===== src/rtl/usb_istat_pkg.sv =====
package usb_istat_pkg;
   localparam int REG_W     = 16;
   localparam int BIT_XFER  = 15;
   localparam int BIT_OVR   = 14;
   localparam int BIT_ERR   = 13;
   localparam int BIT_WAKE  = 12;
   localparam int BIT_SUSP  = 11;
   localparam int FLAG_LO   = 11;
   localparam int N_FLAGS   = 5;
   localparam int N_W0C     = 4;
   localparam int N_ERR_SRC = 4;
   typedef enum logic {
      SEL_STATUS = 1'b0,
      SEL_MASK   = 1'b1
   } reg_sel_e;
endpackage


===== src/rtl/istat_w0c_flags.sv =====
module istat_w0c_flags #(
   parameter int N = 4
) (
   input  logic         clk,
   input  logic         rst_n,
   input  logic [N-1:0] hw_set,
   input  logic         sw_wr,
   input  logic [N-1:0] sw_data,
   output logic [N-1:0] flags
);
   if (N < 1) begin : g_bad_n
      $error("istat_w0c_flags: N must be at least 1");
   end

   for (genvar i = 0; i < N; i++) begin : g_flag
      always_ff @(posedge clk or negedge rst_n) begin
         if (!rst_n)
            flags[i] <= 1'b0;
         else if (hw_set[i])
            flags[i] <= 1'b1;
         else if (sw_wr && !sw_data[i])
            flags[i] <= 1'b0;
      end

      assert_set_wins_R6: assert property (@(posedge clk) disable iff (!rst_n)
         hw_set[i] |=> flags[i]);
      assert_one_no_effect_R5: assert property (@(posedge clk) disable iff (!rst_n)
         (sw_wr && sw_data[i] && !hw_set[i]) |=> (flags[i] == $past(flags[i])));
      assert_zero_clears_R5: assert property (@(posedge clk) disable iff (!rst_n)
         (sw_wr && !sw_data[i] && !hw_set[i]) |=> !flags[i]);
   end
endmodule


===== src/rtl/istat_idle_timer.sv =====
module istat_idle_timer #(
   parameter int LIMIT = 144000
) (
   input  logic clk,
   input  logic rst_n,
   input  logic usb_reset,
   input  logic bus_activity,
   input  logic hold,
   output logic expire
);
   localparam int CW = $clog2(LIMIT + 1);
   localparam logic [CW-1:0] LAST = CW'(LIMIT - 1);
   localparam logic [CW-1:0] TOP  = CW'(LIMIT);

   if (LIMIT < 2) begin : g_bad_limit
      $error("istat_idle_timer: LIMIT must be at least 2");
   end

   logic          armed;
   logic [CW-1:0] cnt;
   logic          run;

   assign run    = armed && !hold;
   assign expire = run && !usb_reset && !bus_activity && (cnt == LAST);

   always_ff @(posedge clk or negedge rst_n) begin
      if (!rst_n) begin
         armed <= 1'b0;
         cnt   <= '0;
      end else if (usb_reset) begin
         armed <= 1'b1;
         cnt   <= '0;
      end else if (bus_activity || !run) begin
         cnt   <= '0;
      end else if (cnt != TOP) begin
         cnt   <= cnt + 1'b1;
      end
   end

   assert_cnt_bound_R7: assert property (@(posedge clk) disable iff (!rst_n)
      cnt <= TOP);
   assert_hold_zero_R8: assert property (@(posedge clk) disable iff (!rst_n)
      (hold && !usb_reset) |=> (cnt == '0));
   assert_activity_restart_R7: assert property (@(posedge clk) disable iff (!rst_n)
      bus_activity |=> (cnt == '0));
endmodule


===== src/rtl/istat_irq_merge.sv =====
module istat_irq_merge #(
   parameter int N          = 5,
   parameter bit REGISTERED = 1'b0
) (
   input  logic         clk,
   input  logic         rst_n,
   input  logic [N-1:0] flags,
   input  logic [N-1:0] enables,
   output logic         irq
);
   logic hit;
   assign hit = |(flags & enables);

   if (REGISTERED) begin : g_reg
      always_ff @(posedge clk or negedge rst_n) begin
         if (!rst_n) irq <= 1'b0;
         else        irq <= hit;
      end
   end else begin : g_comb
      assign irq = hit;
   end
endmodule


===== src/rtl/usb_istat_ctrl.sv =====
module usb_istat_ctrl
   import usb_istat_pkg::*;
#(
   parameter int EP_W           = 4,
   parameter int IDLE_CYCLES    = 144000,
   parameter bit IRQ_REGISTERED = 1'b0
) (
   input  logic            clk,
   input  logic            rst_n,
   input  logic            ev_xfer_done,
   input  logic [EP_W-1:0] ev_ep_num,
   input  logic            ev_dir_in,
   input  logic            xfer_consume,
   input  logic            ev_mem_overrun,
   input  logic [3:0]      ev_proto_err,
   input  logic            bus_activity,
   input  logic            usb_reset,
   input  logic            force_susp,
   input  logic            reg_wr,
   input  logic            reg_sel,
   input  logic [15:0]     reg_wdata,
   output logic [15:0]     status,
   output logic            irq,
   output logic            lp_clear,
   output logic            wakeup
);
   localparam int PAD_W = FLAG_LO - EP_W - 1;

   if (EP_W < 1 || EP_W > FLAG_LO - 1) begin : g_bad_ep
      $error("usb_istat_ctrl: EP_W must be between 1 and 10");
   end

   logic                xfer_q;
   logic [EP_W-1:0]     ep_q;
   logic                dir_q;
   logic [N_FLAGS-1:0]  mask_q;
   logic [N_W0C-1:0]    w0c_set;
   logic [N_W0C-1:0]    w0c_q;
   logic                wake_evt;
   logic                idle_expire;
   logic                stat_wr;
   logic [N_FLAGS-1:0]  flag_vec;

   assign stat_wr  = reg_wr && (reg_sel_e'(reg_sel) == SEL_STATUS);
   assign wake_evt = force_susp && bus_activity;
   assign lp_clear = wake_evt;

   always_ff @(posedge clk or negedge rst_n) begin
      if (!rst_n) begin
         xfer_q <= 1'b0;
         ep_q   <= '0;
         dir_q  <= 1'b0;
      end else if (ev_xfer_done) begin
         xfer_q <= 1'b1;
         ep_q   <= ev_ep_num;
         dir_q  <= ev_dir_in;
      end else if (xfer_consume) begin
         xfer_q <= 1'b0;
      end
   end

   always_ff @(posedge clk or negedge rst_n) begin
      if (!rst_n)
         mask_q <= '0;
      else if (reg_wr && (reg_sel_e'(reg_sel) == SEL_MASK))
         mask_q <= reg_wdata[BIT_XFER:FLAG_LO];
   end

   istat_idle_timer #(.LIMIT(IDLE_CYCLES)) u_timer (
      .clk          (clk),
      .rst_n        (rst_n),
      .usb_reset    (usb_reset),
      .bus_activity (bus_activity),
      .hold         (force_susp),
      .expire       (idle_expire)
   );

   assign w0c_set = {ev_mem_overrun, |ev_proto_err, wake_evt, idle_expire};

   istat_w0c_flags #(.N(N_W0C)) u_flags (
      .clk     (clk),
      .rst_n   (rst_n),
      .hw_set  (w0c_set),
      .sw_wr   (stat_wr),
      .sw_data (reg_wdata[BIT_OVR:FLAG_LO]),
      .flags   (w0c_q)
   );

   assign flag_vec = {xfer_q, w0c_q};

   istat_irq_merge #(.N(N_FLAGS), .REGISTERED(IRQ_REGISTERED)) u_irq (
      .clk     (clk),
      .rst_n   (rst_n),
      .flags   (flag_vec),
      .enables (mask_q),
      .irq     (irq)
   );

   if (PAD_W > 0) begin : g_pad
      assign status = {flag_vec, {PAD_W{1'b0}}, dir_q, ep_q};
   end else begin : g_nopad
      assign status = {flag_vec, dir_q, ep_q};
   end

   assign wakeup = w0c_q[BIT_WAKE - FLAG_LO];

   assert_xfer_sw_proof_R1: assert property (@(posedge clk) disable iff (!rst_n)
      (status[BIT_XFER] && !xfer_consume) |=> status[BIT_XFER]);
   assert_xfer_set_R2: assert property (@(posedge clk) disable iff (!rst_n)
      ev_xfer_done |=> status[BIT_XFER]);
   assert_wake_cause_R9: assert property (@(posedge clk) disable iff (!rst_n)
      $rose(wakeup) |-> $past(force_susp && bus_activity));
   assert_wake_hold_R9: assert property (@(posedge clk) disable iff (!rst_n)
      (wakeup && !(stat_wr && !reg_wdata[BIT_WAKE])) |=> wakeup);
   assert_susp_held_R8: assert property (@(posedge clk) disable iff (!rst_n)
      (force_susp && !status[BIT_SUSP] && !(stat_wr && reg_wdata[BIT_SUSP])) |=> !status[BIT_SUSP]);
   if (!IRQ_REGISTERED) begin : g_irq_chk
      assert_irq_cause_R10: assert property (@(posedge clk) disable iff (!rst_n)
         irq |-> |(status[BIT_XFER:FLAG_LO] & mask_q));
   end
endmodule


===== config.mk =====
export PLATFORM = sky130hd
export DESIGN_NAME = usb_istat_ctrl
export DESIGN_NICKNAME = d
export VERILOG_FILES = /design/src/rtl/usb_istat_pkg.sv /design/src/rtl/istat_w0c_flags.sv /design/src/rtl/istat_idle_timer.sv /design/src/rtl/istat_irq_merge.sv /design/src/rtl/usb_istat_ctrl.sv
export SDC_FILE = /design/constraint.sdc
export NUM_CORES = 1
export LEC_CHECK = 0
export BUFFER_PORTS_ARGS = -buffer_cell sky130_fd_sc_hd__buf_2
export CAP_MARGIN = 20
export CORE_AREA = 2 2 65 67
export DETAILED_ROUTE_END_ITERATION = 10
export DIE_AREA = 0 0 67 69
export GPL_TIMING_DRIVEN = 0
export PLACE_DENSITY = 0.73
export SETUP_SLACK_MARGIN = 0.1
export SYNTH_ARGS = -nofsm -noshare
export SYNTH_HDL_FRONTEND = slang
export SYNTH_HIERARCHICAL = 1
export SYNTH_SLANG_ARGS = --single-unit

===== constraint.sdc =====
create_clock -name clk -period 1.5 [get_ports clk]
set_input_delay 0.45 -clock clk [delete_from_list [all_inputs] [get_ports clk]]
set_output_delay 0.45 -clock clk [all_outputs]
set_load 0.02 [all_outputs]

# Yosys cells after proc, flatten, opt, wreduce, memory -nomap -nowiden
# Cells that the tools add are included.
[totals]
input_bits = 35
output_inout_bits = 19
register_bits = 34
elab_cells = 56
[classes]
n_reduce_logical = 28
bitwise = 2
mux = 13
add_sub_neg = 1
n_eq_ne = 2
[op_table]
columns = ["op", "n"]
rows = [
  ["two-way mux 18 bit", 3],
  ["adder 18 x 1 -> 18 bit, second input constant", 1],
  ["equality test 18 bit, second input constant", 1],
  ["inequality test 18 bit, second input constant", 1],
  ["logical AND 1 bit", 11],
  ["two-way mux 1 bit", 10],
  ["nonzero test 2 bit", 5],
  ["zero test 1 bit", 8],
  ["bitwise AND 5 bit", 1],
  ["OR reduction 5 bit", 1],
  ["OR reduction 4 bit", 1],
  ["nonzero test 3 bit", 1],
  ["logical OR 1 bit", 1],
  ["NOT 1 bit", 1],
]

# Logic depth before layout (Yosys ltp)
# Gate-level depths: netlist (run 1).
[logic_depth]
depth_word = 6
depth_mapped = 5
mapped_depth_nobuf = 5

# Cells and area by module
# The synthesis (run 1) kept the hierarchy.
[by_module_without_submodules]
columns = ["module", "cells_per_inst", "seq_area_each_um2", "n_inst", "area_each_um2"]
rows = [
  ["istat_idle_timer", 109, 475.5, 1, 1023.5],
  ["usb_istat_ctrl", 38, 275.3, 1, 499.2],
  ["istat_w0c_flags", 12, 100.1, 1, 155.1],
  ["istat_irq_merge", 3, 0.0, 1, 21.3],
]

# Least setup slack after synthesis (run 1)
# Ideal clock, no wire load.
[synth_timing]
path_type = "input -> register"
start = "input usb_reset"
end = "register u_timer.cnt[10]"
arrival_time_ns = 1.607
stages = 4
required_time_ns = 1.428
setup_slack_ns = -0.179
setup_ns = 0.072
n_path_buf = 2
path_cell_list = "or4b_2 > clkbuf_1 > clkbuf_1 > nor2_1"
[synth_between]
elab_chain_cells = 1
elab_cells_between_ends = 2
cone_classes = "mux: 1; reduce/logical: 1"
[synth_lines]
columns = ["item", "line_no", "text"]
rows = [
  ["from (decl)", "usb_istat_ctrl.sv:17", "input logic usb_reset,"],
  ["nonzero test 3 bit (no source line) or two-way mux 18 bit (tied branches)", "-", ""],
  ["to (signal assigned)", "istat_idle_timer.sv:36", "cnt <= cnt + 1'b1;"],
  ["to (decl)", "istat_idle_timer.sv:20", "logic [CW-1:0] cnt;"],
]
# Several ways; a longest one is shown, not always the timed one.
# A chain may end at the register's enable or synchronous reset.

# Worst setup path after layout (run 1)
[layout_timing]
start = "register u_flags.flags[0]"
end = "output irq"
[layout_between]
elab_chain_cells = 2
[layout_lines]
columns = ["item", "line_no", "text"]
rows = [
  ["from (decl)", "istat_w0c_flags.sv:9", "output logic [N-1:0] flags"],
  ["from (signal, indexed assignment)", "istat_w0c_flags.sv:18", "flags[i] <= 1'b0;"],
  ["from (signal, indexed assignment)", "istat_w0c_flags.sv:20", "flags[i] <= 1'b1;"],
  ["from (signal, indexed assignment)", "istat_w0c_flags.sv:22", "flags[i] <= 1'b0;"],
  ["bitwise AND 5 bit", "istat_irq_merge.sv:12", "assign hit = |(flags & enables);"],
  ["OR reduction 5 bit", "istat_irq_merge.sv:12", ""],
  ["to (decl)", "usb_istat_ctrl.sv:23", "output logic irq,"],
]
# Every way passes these cells.

==> reports/results.ini, run 1 <==
[floorplanning]
dieArea_um2 = 4620
rows = 23
floorplan.initialDensity = 0.434
pin_count = 54
core_area_um2 = 3910
die_y_um = 69
die_w_um = 67

[detailed_routing]
dr_wl_met2_um = 2090
postRouteAntennaNets = 0
initialDrtViolationCount = 77
drc = 0
wire_per_inst_um = 14.0
drt-met1-wl_um = 1630
vias = 1501
viasPerCell = 5.23
drt-total-wl_um = 4010
drt-pass1-iter-count = 4
highest_layer = met4
wl_met3_um = 212

[placed_design]
dp.cells = 252
place.port_buffers = 35
place_hpwl_um = 2330
placed_area_um2 = 2010
preCtsSetupSlack_ns = -0.145
finalWeightedCongestion = 0.773

[power]
p_seq_frac = 0.495
powerDensity_nw_per_um2 = 798
swShare = 0.261
pwr-share-clk = 0.372
switchingPower_uw = 519
p_leak_uw = 0.00108
ir_drop_mv = 0.597
power_frac_comb = 0.133
p_int_uw = 1470

[global_routing]
antenna_found_initial = 0
grt_pass1_wl_um = 6840
grt_pass1_vias = 1457
overflow = 0
grt_max_degree = 35
grt_usage = 0.195

[critical_path]
slowest_delay_ns = 0.42
cp-end-kind = output pin
arrival_ns = 1.31
path_max_fanout = 3
start_kind = flip-flop
critPathKind = flip-flop to output pin
crit_required_ns = 1.05
crit_path_top_delay_cell = dfrtp_2
path_cells = a222oi_1 -> nand2_1 -> buf_2

[synth]
synth_top_area_frac = 0.501
yosysSeqAreaShare = 0.501
ys_ff_latch = 34
synth.distinct_cells = 40
synth.largest_area_cell = dfrtp_1
syn_avg_cell_area_um2 = 10.5
synth_edf_count = 0
synth_area_um2 = 1700
yosys-top-cells-area = dfrtp_1 (50%), buf_4 (4.0%), mux2_2 (4.0%), nand4_1 (2.9%), mux2_1 (2.7%)
syn_inst = 162
dominantRegCellSynth = dfrtp_1
synth_warnings = 6
async_flop_share = 1.00

[finish]
syn_to_final_growth_pct = 46.8
multi_input_area_um2 = 910
layout.area.seq_um2 = 858
fillCellCount = 304
antenna_cells = 0
fin_nets = 273
fin_area_um2 = 2490
stdcell_count = 287
final_cell_mix = buf_2 (32), dfrtp_1 (28), buf_4 (27)
final_common_cell = buf_2
drive_gt1_frac = 0.511

[outcome]
violations = negative setup slack
status = finished, violations left

[sta]
max_freq_mhz = 568
slew-limit-headroom = 0.513
maxSlewViolCount = 0
post-route-min-period_ns = 1.76
hold_viol = 0
setup_violations = 4
rsz0062_at_grt = yes
setup_ws_ns = -0.262
fin_skew_ns = 0.00714
min_period_over_period = 1.17
worstMarginPinSlew_ns = 0.730

[cts]
clk_latency_ns = 0.30
cts_max_level = 2
numCtsBuffers = 5
clk_pin_slew_ns = 0.08
cts_root_buffer = clkbuf_8
cts_tree = yes
cts_sinks = 34
clk_path_buf_depth = 2

[min_path]
hold_class = input pin to async pin

[flow_run]
cap_viol_max_count = 0

[registers in the layout, indices dropped and copies added, names as in the netlist]
signal,count
ep_q,4
u_flags/flags,4
u_timer/armed,1
xfer_q,1
mask_q,5
u_timer/cnt,18
dir_q,1
[final timing paths]
| kind | startpoint | cells after the start | slack [ns] | to |
|---|---|---|---|---|
| worst max-delay path | u_flags/flags[0]$_DFFE_PN0P_ | 3 | -0.26 | irq |
| worst min register to register | u_timer/armed$_DFFE_PN0P_ | 1 | 0.47 | u_timer/armed$_DFFE_PN0P_ |
| min in group clk | ev_mem_overrun | 2 | 0.33 | u_flags/flags[3]$_DFFE_PN0P_ |
| worst max register to register | u_timer/cnt[16]$_DFFE_PN0P_ | 5 | -0.03 | u_timer/cnt[1]$_DFFE_PN0P_ |
| worst min-delay path | rst_n | 1 | 0.21 | u_timer/cnt[6]$_DFFE_PN0P_ |
| max in group asynchronous | rst_n | 1 | 0.78 | u_timer/cnt[2]$_DFFE_PN0P_ |
[layer usage]
layer / up-vias / track usage
met5: - / 0
met4: 0 / 0.0726
met3: 11 / 0.0538
met2: 45 / 0.309
met1: 736 / 0.250
li1: 709 / -
[power by group through the flow]
stage               clock, uW  combinational (uW)  sequential [uW]
floorplan                   0                 125             1010
global placement            0                 227              998
detailed placement          0                 232             1000
CTS                       749                 260              983
global route              806                 290              988
finish                    740                 265              985
[cells in the mapped netlist, types with 2 or more instances]
master / number
inv_1: 4
buf_4: 9
buf_2: 2
mux2_2: 6
xor2_1: 5
or4_1: 2
nand4_1: 8
nor4b_1: 2
o21ai_0: 5
xnor2_1: 5
ha_1: 2
nand2b_1: 4
nand3_1: 4
or3_1: 4
o21a_1: 2
mux2_1: 4
a21oi_1: 5
dfrtp_1: 34
clkbuf_1: 2
nor3_1: 6
nand2_1: 9
a21o_1: 5
nor2_1: 12
nor4_1: 3
and2_1: 3
[area by class of cell]
type | instances | area share
multi-input combinational | 116 | 0.365
sequential | 34 | 0.344
timing repair buffer | 65 | 0.184
buffer | 10 | 0.0361
clock buffer | 6 | 0.0331
tap | 50 | 0.0251
clock inverter | 2 | 0.00652
inverter | 4 | 0.00602
[cell families (layout without fill, tap and decap cells)]
kind of cell,count (synthesis),in the layout,share of synthesized area
mux,10,10,0.0663
buf+inv,17,87,0.0589
simple gates,66,66,0.220
flops,34,34,0.501
xor+xnor,10,10,0.0515
fa+ha+maj,2,2,0.0147
other cells,1,6,0.00221
compound gates,22,22,0.0854
[per-stage QoR]
step                      hold WS (ns)  power [uW]   util  TNS (ns)
after floorplan                  0.154        1140      -         0
after global placement           0.444        1230  0.513     -1.21
after detailed placement         0.454        1230  0.513     -1.68
after CTS                        0.243        1990  0.602    -0.252
after global routing             0.270        2080  0.637     -1.00
final                            0.206        1990  0.637    -0.317
[worst max-delay path: cells and delay by family (launching register included)]
kind / cells / cell delay, ns
and+or+nand+nor: 1 / 0.08
buffers and inverters: 1 / 0.16
DFF: 1 / 0.42
AOI/OAI and AO/OA: 1 / 0.35
[repair_timing]
action                                  CTS  global route
buffers inserted                         20            11
pin swaps                                14             7
endpoints found under the setup margin   16            19
cloned                                    0             0
gates resized for setup                  24            26
hold buffers                              0             0
(Power assumes the default switching activity.)
==> run 2: changes to the inputs <==
RECOVER_POWER = 50   (was not set)
REMOVE_ABC_BUFFERS = 1   (was not set)
==> run 2 against run 1 <==
The flow still finishes with violations (negative setup slack). Cell area down 5.6%. First-iteration DRC count increased by 10%. Flip-flop and latch count unchanged. Global-route usage fell by 2.3 points. Sequential share of layout area up 2.2 points. Clock skew is 0.0043 ns lower. Critical path type unchanged.
==> reports/results.ini, run 2 (synthesized netlist as in run 1, its figures left out) <==
[global_routing]
grt_max_degree = 35  ; unchanged
grt_pass1_wl_um = 6130  ; was 6840 um
antenna_found_initial = 0  ; unchanged
grt_pass1_vias = 1426  ; was 1457
overflow = 0  ; unchanged
grt_usage = 0.171  ; was 0.195

[finish]
drive_gt1_frac = 0.500  ; was 0.511
layout.area.seq_um2 = 861  ; was 858 um^2
antenna_cells = 0  ; unchanged
multi_input_area_um2 = 931  ; was 910 um^2
syn_to_final_growth_pct = 38.5  ; was 46.8%
final_cell_mix = buf_2 (33), dfrtp_1 (26), buf_4 (17)  ; was buf_2 (32), dfrtp_1 (28), buf_4 (27)
reg.largest.list = u_timer/cnt (18), mask_q (5)  ; unchanged
largest-register = u_timer/cnt  ; unchanged
final_common_cell = buf_2  ; unchanged
fillCellCount = 328  ; was 304
utilization = 0.601  ; was 0.637
largest_register_ffs = 18  ; unchanged
fin_area_um2 = 2350  ; was 2490 um^2
fin_nets = 259  ; was 273

[power]
ir_drop_mv = 0.364  ; was 0.597 mV
finalPower_uw = 1840  ; was 1990 uW
p_leak_uw = 0.000989  ; was 0.00108 uW
powerDensity_nw_per_um2 = 781  ; was 798 nW/um^2

[sta]
maxSlewViolCount = 0  ; unchanged
max_freq_mhz = 581  ; was 568 MHz
post-route-min-period_ns = 1.72  ; was 1.76 ns
setup_ws_ns = -0.221  ; was -0.262 ns
worstMarginPinSlew_ns = 0.844  ; was 0.730 ns
setup_violations = 4  ; unchanged
min_period_over_period = 1.15  ; was 1.17
hold_viol = 0  ; unchanged
slew-limit-headroom = 0.437  ; was 0.513
fin_skew_ns = 0.00284  ; was 0.00714 ns
rsz0062_at_grt = yes  ; unchanged

[placed_design]
place_hpwl_um = 2340  ; was 2330 um
place.port_buffers = 36  ; was 35
placed_area_um2 = 1880  ; was 2010 um^2
finalWeightedCongestion = 0.760  ; was 0.773

[detailed_routing]
drt-total-wl_um = 3960  ; was 4010 um
wire_per_inst_um = 14.6  ; was 14.0 um
drc = 0  ; unchanged
vias = 1430  ; was 1501
drt-pass1-iter-count = 4  ; unchanged
initialDrtViolationCount = 85  ; was 77
viasPerCell = 5.26  ; was 5.23
postRouteAntennaNets = 0  ; unchanged

[floorplanning]
rows = 23  ; unchanged
die_w_um = 67  ; unchanged
dieArea_um2 = 4620  ; unchanged
floorplan.initialDensity = 0.434  ; unchanged
die_y_um = 69  ; unchanged
core_area_um2 = 3910  ; unchanged
pin_count = 54  ; unchanged

[cts]
cts_tree = yes  ; unchanged
clk_pin_slew_ns = 0.07  ; was 0.08 ns
clk_latency_ns = 0.29  ; was 0.30 ns
cts_sinks = 34  ; unchanged
cts_root_buffer = clkbuf_8  ; unchanged
cts_hold_buf = 0  ; unchanged
cts_max_level = 2  ; unchanged
numCtsBuffers = 5  ; unchanged
clk_path_buf_depth = 2  ; unchanged

[critical_path]
endpoint = irq  ; unchanged
arrival_ns = 1.27  ; was 1.31 ns
critPathKind = flip-flop to output pin  ; unchanged
reg2reg_from = u_timer/cnt[11]$_DFFE_PN0P_  ; was u_timer/cnt[16]$_DFFE_PN0P_
path_max_fanout = 3  ; unchanged
rr_worst_depth = 4  ; was 5
cp-end-kind = output pin  ; unchanged
start_kind = flip-flop  ; unchanged
reg2reg_slack_ns = -0.05  ; was -0.03 ns
crit_required_ns = 1.05  ; about the same
rr_endpoint = u_timer/cnt[16]$_DFFE_PN0P_  ; was u_timer/cnt[1]$_DFFE_PN0P_
cp-startpoint = u_flags/flags[0]$_DFFE_PN0P_  ; unchanged

[outcome]
status = finished, violations left  ; unchanged
violations = negative setup slack  ; unchanged

[min_path]
hold_class = input pin to async pin  ; unchanged

[flow_run]
cap_viol_max_count = 0  ; unchanged

==> run 2: cell type report <==
class	count	share of cell area
tap	50	0.0266
clock buffer	5	0.0292
sequential	34	0.366
clock inverter	2	0.00425
multi-input combinational	116	0.396
inverter	4	0.00744
timing repair buffer	61	0.171
==> run 2: power by group <==
group / total (uW) / switching, uW / leakage (uW) / internal [uW]
registers: 981 / 22.9 / 0.000417 / 958
logic: 219 / 124 / 0.000528 / 94.9
clock network: 639 / 328 / 0.0000438 / 311
total: 1840 / 474 / 0.000989 / 1360
==> run 2: worst min path at each step <==
| stage | slack [ns] | to | depth (start not counted) |
|---|---|---|---|
| finish | 0.25 | u_timer/cnt[15]$_DFFE_PN0P_ | 1 |
| global route | 0.31 | u_timer/armed$_DFFE_PN0P_ | 1 |
| CTS | 0.24 | u_timer/cnt[11]$_DFFE_PN0P_ | 1 |
| detailed placement | 0.44 | u_timer/armed$_DFFE_PN0P_ | 1 |
| global placement | 0.44 | u_timer/armed$_DFFE_PN0P_ | 1 |
| floorplan | 0.15 | dir_q$_DFFE_PN0P_ | 0 |
==> run 2: routing by layer <==
layer | share of wire | track usage | up-vias | routed length (um)
li1 | - | - | 680 | -
met1 | 0.39 | 0.203 | 692 | 1560
met2 | 0.53 | 0.283 | 51 | 2090
met3 | 0.064 | 0.0571 | 7 | 252
met4 | 0.015 | 0.0658 | 0 | 58
met5 | 0 | 0 | - | 0
==> run 2: metrics by stage <==
| step | setup WS [ns] | hold slack [ns] | cells | TNS, ns |
|---|---|---|---|---|
| floorplan | -0.172 | 0.154 | 154 | -0.730 |
| global placement | -0.430 | 0.438 | 240 | -4.70 |
| detailed placement | -0.473 | 0.441 | 240 | -5.07 |
| CTS | -0.221 | 0.243 | 260 | -0.227 |
| global route | -0.330 | 0.312 | 272 | -1.02 |
| finish | -0.221 | 0.253 | 272 | -0.305 |
==> run 2: worst max-delay path, cell delays in order (launching register included) <==
cell and delay [ns]:
dfrtp_1 0.40, a222oi_1 0.33, nand2_1 0.12, buf_6 0.14
==> run 2: repair_timing <==
action | 4_1_cts | 5_1_grt
setup endpoints to repair | 20 | 14
buffers inserted | 13 | 12
gates resized for setup | 28 | 25
pin swaps | 19 | 14
==> run 3: changes to the inputs <==
clock period = 1.39 ns   (was 1.5 ns; I/O delays follow)
==> run 3 against run 2 <==
Highest routed layer unchanged. Critical path depth unchanged. Flip-flop and latch count unchanged. The flow still finishes with violations (negative setup slack). Core utilization increased by 6.1 points. Hold slack got worse by 0.037 ns. Via count increased by 8.2%. Combinational power increased by 25%. Global-route usage increased by 2.4 points. Non-clock buffer count increased by 17. Largest cell class unchanged. Clock power increased by 7.5%. Sequential power increased by 8%. Total power increased by 10%.
==> reports/results.ini, run 3 (synthesized netlist as in run 1, its figures left out) <==
[outcome]
status = finished, violations left  ; unchanged
violations = negative setup slack  ; unchanged

[sta]
post-route-min-period_ns = 1.68
setup_violations = 13  ; was 4
fin_setup_tns_ns = -1.51  ; was -0.305 ns
min_period_over_period = 1.21
worstMarginPinSlew_ns = 0.832  ; was 0.844 ns
hold_viol = 0  ; unchanged
fin_skew_ns = 0.00372  ; was 0.00284 ns
max_freq_mhz = 594
maxSlewViolCount = 0  ; unchanged
rsz0062_at_grt = yes  ; unchanged
slew-limit-headroom = 0.445  ; was 0.437
setup_ws_ns = -0.294  ; was -0.221 ns

[detailed_routing]
viasPerCell = 5.35  ; was 5.26
drt-total-wl_um = 4870  ; was 3960 um
wire_per_inst_um = 16.8  ; was 14.6 um
initialDrtViolationCount = 121  ; was 85
vias = 1547  ; was 1430
postRouteAntennaNets = 0  ; unchanged
drt-pass1-iter-count = 4  ; unchanged
drc = 0  ; unchanged

[floorplanning]
pin_count = 54  ; unchanged
die_y_um = 69  ; unchanged
core_area_um2 = 3910  ; unchanged
die_w_um = 67  ; unchanged
rows = 23  ; unchanged
dieArea_um2 = 4620  ; unchanged
floorplan.initialDensity = 0.434  ; unchanged

[finish]
antenna_cells = 0  ; unchanged
fin_nets = 276  ; was 259
largest-register = u_timer/cnt  ; unchanged
syn_to_final_growth_pct = 52.6  ; was 38.5%
multi_input_area_um2 = 977  ; was 931 um^2
final_common_cell = buf_2  ; unchanged
fin_area_um2 = 2590  ; was 2350 um^2
drive_gt1_frac = 0.552  ; was 0.500
utilization = 0.662  ; was 0.601
layout.area.seq_um2 = 857  ; was 861 um^2
final_cell_mix = buf_2 (31), dfrtp_1 (29), buf_4 (24)  ; was buf_2 (33), dfrtp_1 (26), buf_4 (17)
reg.largest.list = u_timer/cnt (18), mask_q (5)  ; unchanged
fillCellCount = 278  ; was 328
largest_register_ffs = 18  ; unchanged

[cts]
clk_latency_ns = 0.29  ; about the same
cts_max_level = 2  ; unchanged
cts_hold_buf = 0  ; unchanged
clk_path_buf_depth = 2  ; unchanged
clk_pin_slew_ns = 0.07  ; about the same
cts_tree = yes  ; unchanged
cts_root_buffer = clkbuf_8  ; unchanged
numCtsBuffers = 5  ; unchanged
cts_sinks = 34  ; unchanged

[power]
p_seq_frac = 0.525  ; was 0.534
swShare = 0.259  ; was 0.258
powerDensity_nw_per_um2 = 780  ; was 781 nW/um^2
power_frac_comb = 0.135  ; was 0.119
p_leak_uw = 0.00114  ; was 0.000989 uW
pwr-share-clk = 0.340  ; was 0.347
ir_drop_mv = 0.414  ; was 0.364 mV
switchingPower_uw = 524  ; was 474 uW
finalPower_uw = 2020  ; was 1840 uW
p_int_uw = 1500  ; was 1360 uW

[critical_path]
crit_required_ns = 0.97  ; was 1.05 ns
slowest_delay_ns = 0.40  ; about the same
path_max_fanout = 3  ; unchanged
cp-end-kind = output pin  ; unchanged
arrival_ns = 1.27  ; about the same
critPathKind = flip-flop to output pin  ; unchanged
start_kind = flip-flop  ; unchanged
crit_path_top_delay_cell = dfrtp_1  ; unchanged
path_cells = a222oi_1 -> nand2_1 -> buf_6  ; unchanged
reg2reg_slack_ns = -0.21  ; was -0.05 ns

[min_path]
hold_class = input pin to async pin  ; unchanged

[global_routing]
overflow = 0  ; unchanged
antenna_found_initial = 0  ; unchanged
grt_pass1_wl_um = 6890  ; was 6130 um
grt_max_degree = 35  ; unchanged
grt_usage = 0.196  ; was 0.171
grt_pass1_vias = 1531  ; was 1426

[placed_design]
placed_area_um2 = 1880  ; unchanged
preCtsSetupSlack_ns = -0.550  ; was -0.473 ns
place_hpwl_um = 2340  ; unchanged
finalWeightedCongestion = 0.760  ; unchanged
place.port_buffers = 36  ; unchanged

[flow_run]
cap_viol_max_count = 0  ; unchanged

run 3: metrics by stage:
| step | cells | hold slack, ns |
|---|---|---|
| after CTS | 275 | 0.210 |
| final | 289 | 0.215 |
| after global routing | 289 | 0.277 |
| after global placement | 240 | 0.438 |
| after floorplan | 154 | 0.121 |
| after detailed placement | 240 | 0.441 |
run 3: power by group through the flow:
stage               sequential (uW)  combinational (uW)  clock [uW]
floorplan                      1110                88.9           0
global placement               1080                 215           0
detailed placement             1080                 219           0
CTS                            1060                 250         704
global route                   1070                 296         750
finish                         1060                 273         687
run 3: worst max-delay path, delay by kind of cell (launching register included):
family                 cells  cell delay [ns]
AOI/OAI and AO/OA          1             0.32
and+or+nand+nor            1             0.12
DFF                        1             0.40
buffers and inverters      1             0.14
run 3: path summary, 6_finish.rpt:
kind,startpoint,to,cells after the start
max in group asynchronous,rst_n,u_timer/cnt[1]$_DFFE_PN0P_,1
setup reg to reg,u_timer/cnt[1]$_DFFE_PN0P_,u_timer/cnt[1]$_DFFE_PN0P_,6
min in group clk,ev_mem_overrun,u_flags/flags[3]$_DFFE_PN0P_,2
hold reg to reg,u_timer/armed$_DFFE_PN0P_,u_timer/armed$_DFFE_PN0P_,1
setup / recovery,u_flags/flags[0]$_DFFE_PN0P_,irq,3
hold / removal,rst_n,u_timer/cnt[15]$_DFFE_PN0P_,1
run 3: timing repair:
action	CTS	global route
buffers inserted	28	17
gates resized for setup	40	39
cloned	0	0
pin swaps	33	21
endpoints found under the hold margin	0	0
setup endpoints to repair	20	23
run 3: per-layer routing:
layer | vias up | GRT usage | routed length, um
met3 | 13 | 0.0506 | 223
li1 | 715 | - | -
met1 | 772 | 0.223 | 1810
met5 | - | 0 | 0
met2 | 47 | 0.328 | 2710
met4 | 0 | 0.102 | 125
run 3: area by class of cell:
class,count,area share
tap,50,0.0241
clock inverter,2,0.00386
clock buffer,5,0.0265
sequential,34,0.331
inverter,4,0.00772
multi-input combinational,116,0.377
timing repair buffer,78,0.230
